### config.mk
export PLATFORM = sky130hd
export DESIGN_NAME = bififo_cmd_ctrl
export DESIGN_NICKNAME = d
export VERILOG_FILES = /design/src/rtl/bififo_cmd_pkg.sv /design/src/rtl/bififo_port_decode.sv /design/src/rtl/bififo_cmd_decode.sv /design/src/rtl/bififo_cfg_file.sv /design/src/rtl/bififo_cmd_ctrl.sv
export SDC_FILE = /design/constraint.sdc
export NUM_CORES = 1
export LEC_CHECK = 0
export CAP_MARGIN = 10
export CORE_ASPECT_RATIO = 0.9
export CORE_MARGIN = 5
export CORE_UTILIZATION = 40
export DETAILED_ROUTE_END_ITERATION = 8
export GPL_ROUTABILITY_DRIVEN = 0
export PLACE_DENSITY = 0.59
export SYNTH_ARGS = -nofsm -noshare
export SYNTH_HDL_FRONTEND = slang
export SYNTH_SLANG_ARGS = --single-unit
export TNS_END_PERCENT = 1
### constraint.sdc
create_clock -name clk_i -period 2.5 [get_ports clk_i]
set_input_delay 0.375 -clock clk_i [delete_from_list [all_inputs] [get_ports clk_i]]
set_output_delay 0.375 -clock clk_i [all_outputs]
set_load 0.01 [all_outputs]
### src/rtl/bififo_cmd_pkg.sv
`timescale 1ns/1ps
package bififo_cmd_pkg;
  localparam int unsigned DATA_W = 16;
  localparam int unsigned OP_W   = 4;
  localparam int unsigned ARG_W  = 3;

  typedef enum logic [1:0] {
    SEL_DATA = 2'b00,
    SEL_BYP  = 2'b01,
    SEL_CFG  = 2'b10,
    SEL_CTRL = 2'b11
  } port_sel_e;

  typedef enum logic [OP_W-1:0] {
    OP_RESET     = 4'h0,
    OP_CFG_SEL   = 4'h1,
    OP_MARK_RD   = 4'h2,
    OP_MARK_WR   = 4'h3,
    OP_REWIND_RD = 4'h4,
    OP_REWIND_WR = 4'h5,
    OP_DMA_DIR   = 4'h6,
    OP_INC_AB_RD = 4'h8,
    OP_INC_BA_WR = 4'h9
  } cmd_op_e;

  typedef struct packed {
    logic rst_ba;
    logic rst_ab;
    logic dma_clr;
    logic mark_rd;
    logic mark_wr;
    logic rewind_rd;
    logic rewind_wr;
    logic inc_ab_rd;
    logic inc_ba_wr;
  } cmd_pulse_t;

  localparam cmd_pulse_t HW_RST_PULSE = '{rst_ba: 1'b1, rst_ab: 1'b1, dma_clr: 1'b1,
                                          default: 1'b0};

  function automatic logic [DATA_W-1:0] cfg_default(input int unsigned idx);
    return (idx == 4) ? 16'h6420 : '0;
  endfunction
endpackage

### src/rtl/bififo_port_decode.sv
`timescale 1ns/1ps
module bififo_port_decode
  import bififo_cmd_pkg::*;
(
  input  logic       cs_ni,
  input  logic [1:0] addr_i,
  input  logic       wr_i,
  input  logic       rd_i,
  output logic       ab_wr_o,
  output logic       ba_rd_o,
  output logic       byp_wr_o,
  output logic       byp_rd_o,
  output logic       cfg_wr_o,
  output logic       cmd_wr_o,
  output logic       rd_act_o
);
  logic hit;
  assign hit      = !cs_ni;
  assign ab_wr_o  = hit && wr_i && (port_sel_e'(addr_i) == SEL_DATA);
  assign ba_rd_o  = hit && rd_i && (port_sel_e'(addr_i) == SEL_DATA);
  assign byp_wr_o = hit && wr_i && (port_sel_e'(addr_i) == SEL_BYP);
  assign byp_rd_o = hit && rd_i && (port_sel_e'(addr_i) == SEL_BYP);
  assign cfg_wr_o = hit && wr_i && (port_sel_e'(addr_i) == SEL_CFG);
  assign cmd_wr_o = hit && wr_i && (port_sel_e'(addr_i) == SEL_CTRL);
  assign rd_act_o = hit && rd_i;
endmodule

### src/rtl/bififo_cmd_decode.sv
`timescale 1ns/1ps
module bififo_cmd_decode
  import bififo_cmd_pkg::*;
#(
  parameter int unsigned SEL_W = 3
) (
  input  logic             clk_i,
  input  logic             rst_ni,
  input  logic             cmd_wr_i,
  input  logic [OP_W-1:0]  op_i,
  input  logic [ARG_W-1:0] arg_i,
  output cmd_pulse_t       pulse_o,
  output logic             dma_dir_o,
  output logic [SEL_W-1:0] cfg_sel_o,
  output logic             cfg_restore_o
);
  cmd_pulse_t pulse_d, pulse_q;
  logic       dir_q;
  logic [SEL_W-1:0] sel_q;

  always_comb begin
    pulse_d       = '0;
    cfg_restore_o = 1'b0;
    if (cmd_wr_i) begin
      case (cmd_op_e'(op_i))
        OP_RESET: begin
          case (arg_i)
            3'b001: pulse_d.rst_ba = 1'b1;
            3'b010: pulse_d.rst_ab = 1'b1;
            3'b011: begin pulse_d.rst_ba = 1'b1; pulse_d.rst_ab = 1'b1; end
            3'b100: pulse_d.dma_clr = 1'b1;
            3'b111: begin
              pulse_d.rst_ba  = 1'b1;
              pulse_d.rst_ab  = 1'b1;
              pulse_d.dma_clr = 1'b1;
              cfg_restore_o   = 1'b1;
            end
            default: ;
          endcase
        end
        OP_MARK_RD:   pulse_d.mark_rd   = 1'b1;
        OP_MARK_WR:   pulse_d.mark_wr   = 1'b1;
        OP_REWIND_RD: pulse_d.rewind_rd = 1'b1;
        OP_REWIND_WR: pulse_d.rewind_wr = 1'b1;
        OP_INC_AB_RD: pulse_d.inc_ab_rd = 1'b1;
        OP_INC_BA_WR: pulse_d.inc_ba_wr = 1'b1;
        default: ;
      endcase
    end
  end

  always_ff @(posedge clk_i or negedge rst_ni) begin
    if (!rst_ni) begin
      pulse_q <= HW_RST_PULSE;
      dir_q   <= 1'b0;
      sel_q   <= '0;
    end else begin
      pulse_q <= pulse_d;
      if (cmd_wr_i && cmd_op_e'(op_i) == OP_DMA_DIR) dir_q <= arg_i[0];
      if (cmd_wr_i && cmd_op_e'(op_i) == OP_CFG_SEL) sel_q <= arg_i[SEL_W-1:0];
    end
  end

  assign pulse_o   = pulse_q;
  assign dma_dir_o = dir_q;
  assign cfg_sel_o = sel_q;
endmodule

### src/rtl/bififo_cfg_file.sv
`timescale 1ns/1ps
module bififo_cfg_file
  import bififo_cmd_pkg::*;
#(
  parameter int unsigned NUM_CFG = 8,
  localparam int unsigned SEL_W  = $clog2(NUM_CFG)
) (
  input  logic              clk_i,
  input  logic              rst_ni,
  input  logic              wr_i,
  input  logic              restore_i,
  input  logic [SEL_W-1:0]  sel_i,
  input  logic [DATA_W-1:0] wdata_i,
  output logic [DATA_W-1:0] rdata_o
);
  logic [DATA_W-1:0] cfg_arr [NUM_CFG];

  for (genvar g = 0; g < NUM_CFG; g++) begin : g_reg
    localparam logic [DATA_W-1:0] RST_VAL = cfg_default(g);
    logic [DATA_W-1:0] q;
    always_ff @(posedge clk_i or negedge rst_ni) begin
      if (!rst_ni)                           q <= RST_VAL;
      else if (restore_i)                    q <= RST_VAL;
      else if (wr_i && sel_i == SEL_W'(g))   q <= wdata_i;
    end
    assign cfg_arr[g] = q;
  end

  assign rdata_o = cfg_arr[sel_i];
endmodule

### src/rtl/bififo_cmd_ctrl.sv
`timescale 1ns/1ps
module bififo_cmd_ctrl
  import bififo_cmd_pkg::*;
#(
  parameter int unsigned BYP_W   = 9,
  parameter int unsigned NUM_CFG = 8,
  localparam int unsigned FLAG_W = DATA_W - 1,
  localparam int unsigned SEL_W  = $clog2(NUM_CFG)
) (
  input  logic              clk_i,
  input  logic              rst_ni,
  input  logic              cs_ni,
  input  logic [1:0]        addr_i,
  input  logic              wr_i,
  input  logic              rd_i,
  input  logic [DATA_W-1:0] wdata_i,
  output logic [DATA_W-1:0] rdata_o,
  input  logic [FLAG_W-1:0] flags_i,
  input  logic [DATA_W-1:0] ba_rdata_i,
  output logic              ab_wr_o,
  output logic [DATA_W-1:0] ab_wdata_o,
  output logic              ba_rd_o,
  input  logic [BYP_W-1:0]  byp_rdata_i,
  output logic              byp_wr_o,
  output logic              byp_rd_o,
  output logic [BYP_W-1:0]  byp_wdata_o,
  output logic              ba_ptr_rst_o,
  output logic              ab_ptr_rst_o,
  output logic              dma_req_clr_o,
  output logic              mark_rd_o,
  output logic              mark_wr_o,
  output logic              rewind_rd_o,
  output logic              rewind_wr_o,
  output logic              ab_rd_inc_o,
  output logic              ba_wr_inc_o,
  output logic              dma_dir_o
);
  logic              cfg_wr, cmd_wr, rd_act, restore, dir;
  logic [SEL_W-1:0]  cfg_sel;
  logic [DATA_W-1:0] cfg_rdata;
  cmd_pulse_t        pulse;

  bififo_port_decode u_dec (
    .cs_ni    (cs_ni),
    .addr_i   (addr_i),
    .wr_i     (wr_i),
    .rd_i     (rd_i),
    .ab_wr_o  (ab_wr_o),
    .ba_rd_o  (ba_rd_o),
    .byp_wr_o (byp_wr_o),
    .byp_rd_o (byp_rd_o),
    .cfg_wr_o (cfg_wr),
    .cmd_wr_o (cmd_wr),
    .rd_act_o (rd_act)
  );

  bififo_cmd_decode #(.SEL_W(SEL_W)) u_cmd (
    .clk_i         (clk_i),
    .rst_ni        (rst_ni),
    .cmd_wr_i      (cmd_wr),
    .op_i          (wdata_i[DATA_W-1 -: OP_W]),
    .arg_i         (wdata_i[ARG_W-1:0]),
    .pulse_o       (pulse),
    .dma_dir_o     (dir),
    .cfg_sel_o     (cfg_sel),
    .cfg_restore_o (restore)
  );

  bififo_cfg_file #(.NUM_CFG(NUM_CFG)) u_cfg (
    .clk_i     (clk_i),
    .rst_ni    (rst_ni),
    .wr_i      (cfg_wr),
    .restore_i (restore),
    .sel_i     (cfg_sel),
    .wdata_i   (wdata_i),
    .rdata_o   (cfg_rdata)
  );

  always_comb begin
    rdata_o = '0;
    if (rd_act) begin
      case (port_sel_e'(addr_i))
        SEL_DATA: rdata_o = ba_rdata_i;
        SEL_BYP:  rdata_o = DATA_W'(byp_rdata_i);
        SEL_CFG:  rdata_o = cfg_rdata;
        SEL_CTRL: rdata_o = {flags_i, dir};
        default:  rdata_o = '0;
      endcase
    end
  end

  assign ab_wdata_o    = wdata_i;
  assign byp_wdata_o   = wdata_i[BYP_W-1:0];
  assign ba_ptr_rst_o  = pulse.rst_ba;
  assign ab_ptr_rst_o  = pulse.rst_ab;
  assign dma_req_clr_o = pulse.dma_clr;
  assign mark_rd_o     = pulse.mark_rd;
  assign mark_wr_o     = pulse.mark_wr;
  assign rewind_rd_o   = pulse.rewind_rd;
  assign rewind_wr_o   = pulse.rewind_wr;
  assign ab_rd_inc_o   = pulse.inc_ab_rd;
  assign ba_wr_inc_o   = pulse.inc_ba_wr;
  assign dma_dir_o     = dir;
endmodule

Word-level counts from Yosys, hierarchy flattened:

Index checks and enable logic that the tools add are counted.

* bits of input ports: 63
* register bits: 141
* output and inout port bits: 55
* logic and storage cells: 112

* bitwise logic cells: 1
* magnitude comparators: 1
* equal/unequal tests: 23
* mux-type cells: 35
* reduce and logical (&&, ||, !) cells: 33

Operators with widths (number)
* 16-bit two-way mux: 19
* 16-bit case mux with 4 select lines: 1
* 16-bit binary-select mux with 3-bit select: 1
* 3-bit == test, second input constant: 6
* 1-bit logical AND: 18
* 2-bit nonzero test: 8
* 3-bit by 2-bit == test with 1-bit output, second input constant: 4
* 4-bit by 3-bit == test with 1-bit output, second input constant: 3
* 1-bit two-way mux: 12
* 9-bit two-way mux: 1
* 4-bit by 2-bit == test with 1-bit output, second input constant: 2
* 4-bit == test, second input constant: 2
* 3-bit by 1-bit == test with 1-bit output, second input constant: 2
* 3-bit OR reduction: 2
* 2-bit == test, second input constant: 2
* 4-bit by 1-bit == test with 1-bit output, second input constant: 1
* 4-bit >= comparator, second input constant: 1
* 4-bit zero test: 1
* 3-bit NOT with 4-bit output: 1
* 3-bit zero test: 1
* 3-bit two-way mux: 1
* 2-bit by 1-bit == test with 1-bit output, second input constant: 1
* 2-bit zero test: 1
* 2-bit OR reduction: 1
* 1-bit zero test: 1

Longest topological paths before layout:

Gate-level depths: netlist (run 1).

* depth after elaboration: 6
* depth in mapped cells: 7

Modules after synthesis:

From an unflattened synthesis (run 1), not the netlist that was laid out.

* cells, all modules: 825
* area total of the unflattened synthesis: 7728.7 um^2

By module, submodules not included
* bififo_cfg_file: cells an instance 698, area each 6417.4 um^2, times used 1, sequential area each 3208.1 um^2
* bififo_cmd_ctrl: cells an instance 81, area each 716.9 um^2, times used 1, sequential area each 0.0 um^2
* bififo_cmd_decode: cells an instance 39, area each 519.2 um^2, times used 1, sequential area each 329.1 um^2
* bififo_port_decode: cells an instance 7, area each 75.1 um^2, times used 1, sequential area each 0.0 um^2

Worst setup path after synthesis (run 1):

OpenSTA, ideal clock, no wires.

* kind: register to output
* from: reg u_cmd.sel_q[1], in the netlist u_cmd.cfg_sel_o[1]
* to: out rdata_o[5]
* slack: 0.455 ns
* cell stages (with the launch flop): 8
* buffers on the path: 3
* data arrival time: 1.670 ns
* path through: dfrtp_1 -> buf_2 -> buf_2 -> buf_2 -> mux2i_1 -> a22oi_1 -> o211ai_1 -> a21oi_1

* cells in the longest elaborated chain, start to end: 6

Ends and longest elaborated chain
* start, declared: line bififo_cmd_decode.sv:19 `logic [SEL_W-1:0] sel_q;`
* start signal, assigned: line bififo_cmd_decode.sv:60 `if (cmd_wr_i && cmd_op_e'(op_i) == OP_CFG_SEL) sel_q <= arg_i[SEL_W-1:0];`
* 3-bit NOT with 4-bit output (not written as such): line bififo_cfg_file.sv:29 `assign rdata_o = cfg_arr[sel_i];`
* 16-bit binary-select mux with 3-bit select: line bififo_cfg_file.sv:29
* 16-bit two-way mux (not written as such) (2 in series): line bififo_cfg_file.sv:29
* 16-bit case mux with 4 select lines: line bififo_cmd_ctrl.sv:82 `case (port_sel_e'(addr_i))`
* 16-bit two-way mux: line bififo_cmd_ctrl.sv:81 `if (rd_act) begin`
* end, declared: line bififo_cmd_ctrl.sv:17 `output logic [DATA_W-1:0] rdata_o,`

Every way passes these cells. The select of a mux whose other input is x is not followed.

Worst setup path in the final report (run 1):

* from: reg u_cmd.sel_q[1], in the netlist u_cmd.cfg_sel_o[1]
* to: out rdata_o[1]

The elaborated chain is that of the path after synthesis.

==> results of run 1 <==
area by class of cell:
| cell class | instances | area (sq um) | share of cell area (%) |
|---|---|---|---|
| sequential | 141 | 3542 | 35.98 |
| multi-input combinational | 483 | 3373 | 34.26 |
| timing repair buffer | 210 | 1989 | 20.21 |
| clock buffer | 18 | 439.2 | 4.461 |
| tap | 245 | 306.5 | 3.113 |
| clock inverter | 14 | 183.9 | 1.868 |
| inverter | 3 | 11.26 | 0.1144 |
flip-flops by register name (all words and copies together) (netlist names):
| register | cells |
|---|---|
| u_cfg.g.q | 128 |
| u_cmd.cfg_sel_o | 3 |
| u_cmd.dma_dir_o | 1 |
| u_cmd.pulse_o | 9 |
cells in the mapped netlist (4+ instances only):
cell      instances
a21oi_1          45
a22o_1           28
a22oi_1          28
buf_2            19
buf_4            33
clkbuf_1         38
dfrtp_1         134
dfstp_2           7
mux2_2            4
mux2i_1         106
mux4_2           10
nand2_1         105
nand2b_1          6
nor2_1           77
nor2b_1           4
o211ai_1          9
o21ai_0          18
o22ai_1           9
critical path: cells and delay by family (launching register included):
kind            cells  cell delay (ps)
compound gates      2              300
flops               1              500
mux                 1              490
buf+inv             3              430
placed cells by master (no fill, tap or decap), types with 8 or more instances in the layout:
cell type        instances
buf_4                   77
clkbuf_16               17
nor2_1                  76
a22oi_1                 20
buf_2                    8
mux4_2                  10
a22oi_2                  8
a21oi_1                 45
o211ai_1                 9
o21ai_0                 18
nand2_1                105
buf_12                  12
mux2i_1                106
a22o_1                  28
dfrtp_1                132
clkdlybuf4s50_1        100
layer usage:
layer	track usage (%)	wire, um	up-vias
li1	-	-	2774
met1	27.80	9713	3070
met2	34.51	10900	189
met3	3.719	1087	31
met4	7.032	429	0
met5	0	0	-
where the power goes:
group / internal, uW / total, uW / switching (uW) / leakage [uW]
clock network: 1610 / 2650 / 1040 / 0.000298
registers: 2420 / 2510 / 84.0 / 0.00190
logic: 484 / 955 / 470 / 0.00208
cell families after synthesis:
logic type      count (synthesis)  share of synthesized area [%]
compound gates                138                          12.34
xor+xnor                        1                         0.1195
buf+inv                        94                          6.825
flops                         141                          48.23
mux                           120                          18.15
simple gates                  224                          14.33
timing repair:
action | CTS | global route
pin swaps | 6 | 4
cloned | 1 | 0
resized for setup | 60 | 19
setup buffers | 7 | 5
setup endpoints to repair | 18 | 19
through the flow:
step / setup TNS (ps) / utilization (%) / instances / cell area [sq um]
2_1_floorplan: 0 / - / 718 / 7333
3_3_place_gp: -1712 / 49.79 / 1069 / 9077
3_5_place_dp: -3205 / 49.79 / 1069 / 9077
4_1_cts: -511.5 / 53.80 / 1109 / 9807
5_1_grt: -352.4 / 54.01 / 1114 / 9846
6_report: -35.83 / 54.01 / 1114 / 9846
path summary, 6_finish.rpt:
path	cells past startpoint	slack [ps]	from	to
worst max-delay path	6	-20	u_cmd.cfg_sel_o[1]	rdata_o[1]
worst min-delay path	1	10	rst_ni	u_cmd.pulse_o[4]
max in group asynchronous	2	1720	rst_ni	u_cfg.g_reg[1].q[2]
min in group clk_i	1	500	u_cfg.g_reg[2].q[14]	u_cfg.g_reg[2].q[14]
worst min register to register	1	500	u_cfg.g_reg[2].q[14]	u_cfg.g_reg[2].q[14]
worst max register to register	8	210	u_cmd.cfg_sel_o[1]	u_cfg.g_reg[1].q[12]
==> results.sh, run 1 <==
export IMPL_die_y_um=138.5
export IMPL_cts_sinks=141
export IMPL_postRouteAntennaNets=0
export IMPL_synth_warnings=0
export IMPL_tritoncts="done"
export IMPL_finalMaxSlewViolations=0
export IMPL_worst_pin_slew_ps=797.9
export IMPL_violations="negative setup slack"
export IMPL_dieArea_sq_mm=0.02114
export IMPL_startpoint_type="flip-flop"
export IMPL_syn_inst=718
export IMPL_slowest_delay_ps=500
export IMPL_status="finished, violations left"
export IMPL_synth_top_cell_by_area="dfrtp_1"
export IMPL_p_leak_uw=0.004277
export IMPL_cts_buffer_depth=2
export IMPL_path_cells="buf_12, buf_4, mux4_2, o211ai_1, a21oi_1, clkbuf_2"
export IMPL_synth_cell_types=39
export IMPL_track_usage_pct=20.82
export IMPL_htreeDepth=4
export IMPL_grt_pass1_vias=6270
export IMPL_critPathMaxFanout=9
export IMPL_total_power_uw=6111
export IMPL_cp_arrival_ps=2150
export IMPL_yosys_top_cells_area="dfrtp_1 (46%), mux2i_1 (14%), nand2_1 (5.4%)"
export IMPL_n_antenna_cell=0
export IMPL_ys_seq_elements=141
export IMPL_avgSynthCellArea_sq_um=10.21
export IMPL_power_density_mw_per_mm2=620.7
export IMPL_worstSetupEndpointType="primary output"
export IMPL_dieWidth_um=152.7
export IMPL_remaining_drc_errors=0
export IMPL_antenna_found_initial=0
export IMPL_finClkSkew_ps=6.125
export IMPL_peakVddDrop_v=0.0004399
export IMPL_ys_seq_area_share_pct=48.23
export IMPL_drive_above_1_share_pct=21.98
export IMPL_port_buffers=117
export IMPL_pin_count=118
export IMPL_syn_nets=781
export IMPL_numCtsBuffers=17
export IMPL_dpl_hpwl_um=15430
export IMPL_crit_type="flip-flop to primary output"
export IMPL_grt_start_max_net_pins=87
export IMPL_synth_edf_count=0
export IMPL_clkLatencyLatePin_ps=430
export IMPL_hold_buffers=0
export IMPL_finalSetupViolCount=2
export IMPL_fmax_ghz=0.3968
export IMPL_wire_per_inst_um=19.87
export IMPL_pre_cts_slack_ps=-164.0
export IMPL_yosysTopAreaCellShare_pct=45.73
export IMPL_crit_slowest_cell="dfrtp_4"
export IMPL_fin_nets=919
export IMPL_hold_slack_ps=12.41
export IMPL_vias_per_cell=5.443
export IMPL_finalCritPeriodShare_pct=100.8
export IMPL_clkSlewWorstSetupHoldPaths_ps=60
export IMPL_start_util_pct=40.23
export IMPL_area_growth_synth_to_final_pct=34.26
export IMPL_hold_violations=0
export IMPL_rsz0062_at_grt="yes"
export IMPL_grt_overflow=0
export IMPL_route_vias_total=6064
export IMPL_cp_required_ps=2120
export IMPL_maxCapViolations=0
export IMPL_hp_class="input port to async pin"
export IMPL_syn_area_sq_mm=0.007333
export IMPL_clockRootBuffer="clkbuf_16"
export IMPL_core_area_sq_mm=0.01823
export IMPL_worst_slack_ps=-20.32
export IMPL_slew_headroom_pct=46.81
export IMPL_drt_first_iter_violations=429
export IMPL_grt_pass1_wl_um=34910
export IMPL_async_flop_share_pct=100.0
export IMPL_routed_wl_um=22130
export IMPL_synth_ff_type="dfrtp_1"
export IMPL_period_needed_ps=2520
export IMPL_fillCellCount=1591
export IMPL_drtPass1Iterations=5
export IMPL_row_count=47
(Power assumes the default switching activity.)
==> inputs of run 2 (changes only) <==
--- a/config.mk
+++ b/config.mk
@@ -11,7 +11,7 @@
 export CORE_UTILIZATION = 40
 export DETAILED_ROUTE_END_ITERATION = 8
 export GPL_ROUTABILITY_DRIVEN = 0
-export PLACE_DENSITY = 0.59
+export PLACE_DENSITY = 0.65
 export SYNTH_ARGS = -nofsm -noshare
 export SYNTH_HDL_FRONTEND = slang
 export SYNTH_SLANG_ARGS = --single-unit
==> run 2 against run 1 <==
Compared with the run above:
- the run still ends with negative setup slack left
- clock skew is essentially flat
- power grew 3.5%
- clock-buffer cell count grew 4
- largest power group unchanged
- highest routed layer unchanged
==> results.sh, run 2 (synthesis gave the netlist of run 1 again) <==
export IMPL_status="finished, violations left"
export IMPL_violations="negative setup slack"
export IMPL_dieWidth_um=152.7
export IMPL_regMostFlops="u_cfg.g.q"
export IMPL_die_y_um=138.5
export IMPL_core_area_sq_mm=0.01823
export IMPL_largest_register_ffs=128
export IMPL_cts_sinks=141
export IMPL_n_antenna_cell=0
export IMPL_cts_buffer_depth=2
export IMPL_finClkSkew_ps=5.704
export IMPL_grt_start_max_net_pins=64
export IMPL_vias_per_cell=5.492
export IMPL_power_density_mw_per_mm2=643.0
export IMPL_grt_pass1_wl_um=35180
export IMPL_postRouteAntennaNets=0
export IMPL_port_buffers=117
export IMPL_grt_overflow=0
export IMPL_track_usage_pct=20.84
export IMPL_cp_required_ps=2120
export IMPL_fin_nets=912
export IMPL_area_growth_synth_to_final_pct=34.12
export IMPL_path_cells="buf_12, mux4_2, o211ai_1, a21oi_1, dlygate4sd2_1"
export IMPL_worstSetupEndpointType="primary output"
export IMPL_slowest_delay_ps=510
export IMPL_start_util_pct=40.23
export IMPL_clkSlewWorstSetupHoldPaths_ps=60
export IMPL_remaining_drc_errors=0
export IMPL_finalCritPeriodShare_pct=103.0
export IMPL_slew_headroom_pct=61.29
export IMPL_total_power_uw=6324
export IMPL_final_cells=1107
export IMPL_critPathMaxFanout=5
export IMPL_mostFrequentLayoutCell="dfrtp_1"
export IMPL_post_place_cells=1061
export IMPL_worst_slack_ps=-75.76
export IMPL_cp_arrival_ps=2200
export IMPL_rrSetupSlack_ps=240
export IMPL_final_util_pct=53.95
export IMPL_rr_startpoint="u_cmd.cfg_sel_o[1]"
export IMPL_p_leak_uw=0.004278
export IMPL_clkLatencyLatePin_ps=420
export IMPL_clockRootBuffer="clkbuf_16"
export IMPL_pin_count=118
export IMPL_cp_startpoint="u_cmd.cfg_sel_o[1]"
export IMPL_route_vias_total=6080
export IMPL_rsz0062_at_grt="yes"
export IMPL_antenna_found_initial=0
export IMPL_r2r_cells=7
export IMPL_wire_per_inst_um=20.01
export IMPL_row_count=47
export IMPL_maxCapViolations=0
export IMPL_period_needed_ps=2576
export IMPL_grt_pass1_vias=6397
export IMPL_finalMaxSlewViolations=0
export IMPL_hold_violations=0
export IMPL_startpoint_type="flip-flop"
export IMPL_drt_first_iter_violations=509
export IMPL_crit_slowest_cell="mux4_2"
export IMPL_drive_above_1_share_pct=20.19
export IMPL_crit_type="flip-flop to primary output"
export IMPL_worst_pin_slew_ps=580.7
export IMPL_layout_common_cells="dfrtp_1 (131), mux2i_1 (106), nand2_1 (105)"
export IMPL_pre_cts_slack_ps=-214.2
export IMPL_dpl_hpwl_um=15080
export IMPL_timing_rr_end="u_cfg.g_reg[4].q[1]"
export IMPL_drtPass1Iterations=5
export IMPL_hp_class="input port to async pin"
export IMPL_numCtsBuffers=17
export IMPL_finalSetupViolCount=7
export IMPL_dieArea_sq_mm=0.02114
export IMPL_htreeDepth=4
export IMPL_routed_wl_um=22160
export IMPL_tritoncts="done"
export IMPL_peakVddDrop_v=0.0005027
export IMPL_fmax_ghz=0.3882
export IMPL_crit_end="rdata_o[7]"
run 2: cell type report:
cell class	count	area [sq um]
Multi-Input combinational cell	483	3339
Sequential cell	141	3541
Timing Repair Buffer	203	1961
Inverter	3	11.26
Clock inverter	10	182.7
Fill cell	1598	8394
Tap cell	245	306.5
Clock buffer	22	494.2
run 2: what timing repair did:
| item | in CTS | in global routing |
|---|---|---|
| setup buffers | 6 | 4 |
| gates cloned | 2 | 1 |
| hold buffers | 1 | 0 |
| gates resized for setup | 34 | 33 |
| hold endpoints to repair | 60 | 0 |
| setup endpoints to repair | 16 | 18 |
| pin swaps | 2 | 10 |
run 2: metrics by stage:
stage,cell area (sq um),TNS (ps),hold WS [ps]
global placement,9002,-2899,391.6
finish,9836,-210.9,498.6
detailed placement,9002,-6950,402.9
global route,9836,-1072,509.9
CTS,9802,-783.7,501.4
floorplan,7333,0,79.41
run 2: worst max-delay path, delay by kind of cell (launching register included):
kind                   cells  cell delay, ps
multiplexers               1             510
flip-flops                 1             500
buffers and inverters      2             450
AO/OA/AOI/OAI              2             320
run 2: worst min path at each step:
stage / from / to / depth (start not counted)
2_1_floorplan: rst_ni / u_cfg.g_reg[0].q[0] / 0
3_3_place_gp: rst_ni / u_cfg.g_reg[3].q[4] / 1
3_5_place_dp: rst_ni / u_cfg.g_reg[0].q[4] / 1
4_1_cts: u_cfg.g_reg[6].q[12] / u_cfg.g_reg[6].q[12] / 1
5_1_grt: u_cfg.g_reg[6].q[12] / u_cfg.g_reg[6].q[12] / 1
6_report: rst_ni / u_cfg.g_reg[0].q[4] / 2
run 2: per-layer routing:
metal	vias to the layer above	part of all wire (%)	global-route usage, %
li1	2756	-	-
met1	3025	43	27.82
met2	260	48	33.76
met3	39	6.8	4.625
met4	0	2.4	7.220
met5	-	0	0
run 2: power by group:
group	internal (uW)	switching, uW	total (uW)
Sequential	2420	81.4	2500
Clock	1900	977	2880
Combinational	479	464	944
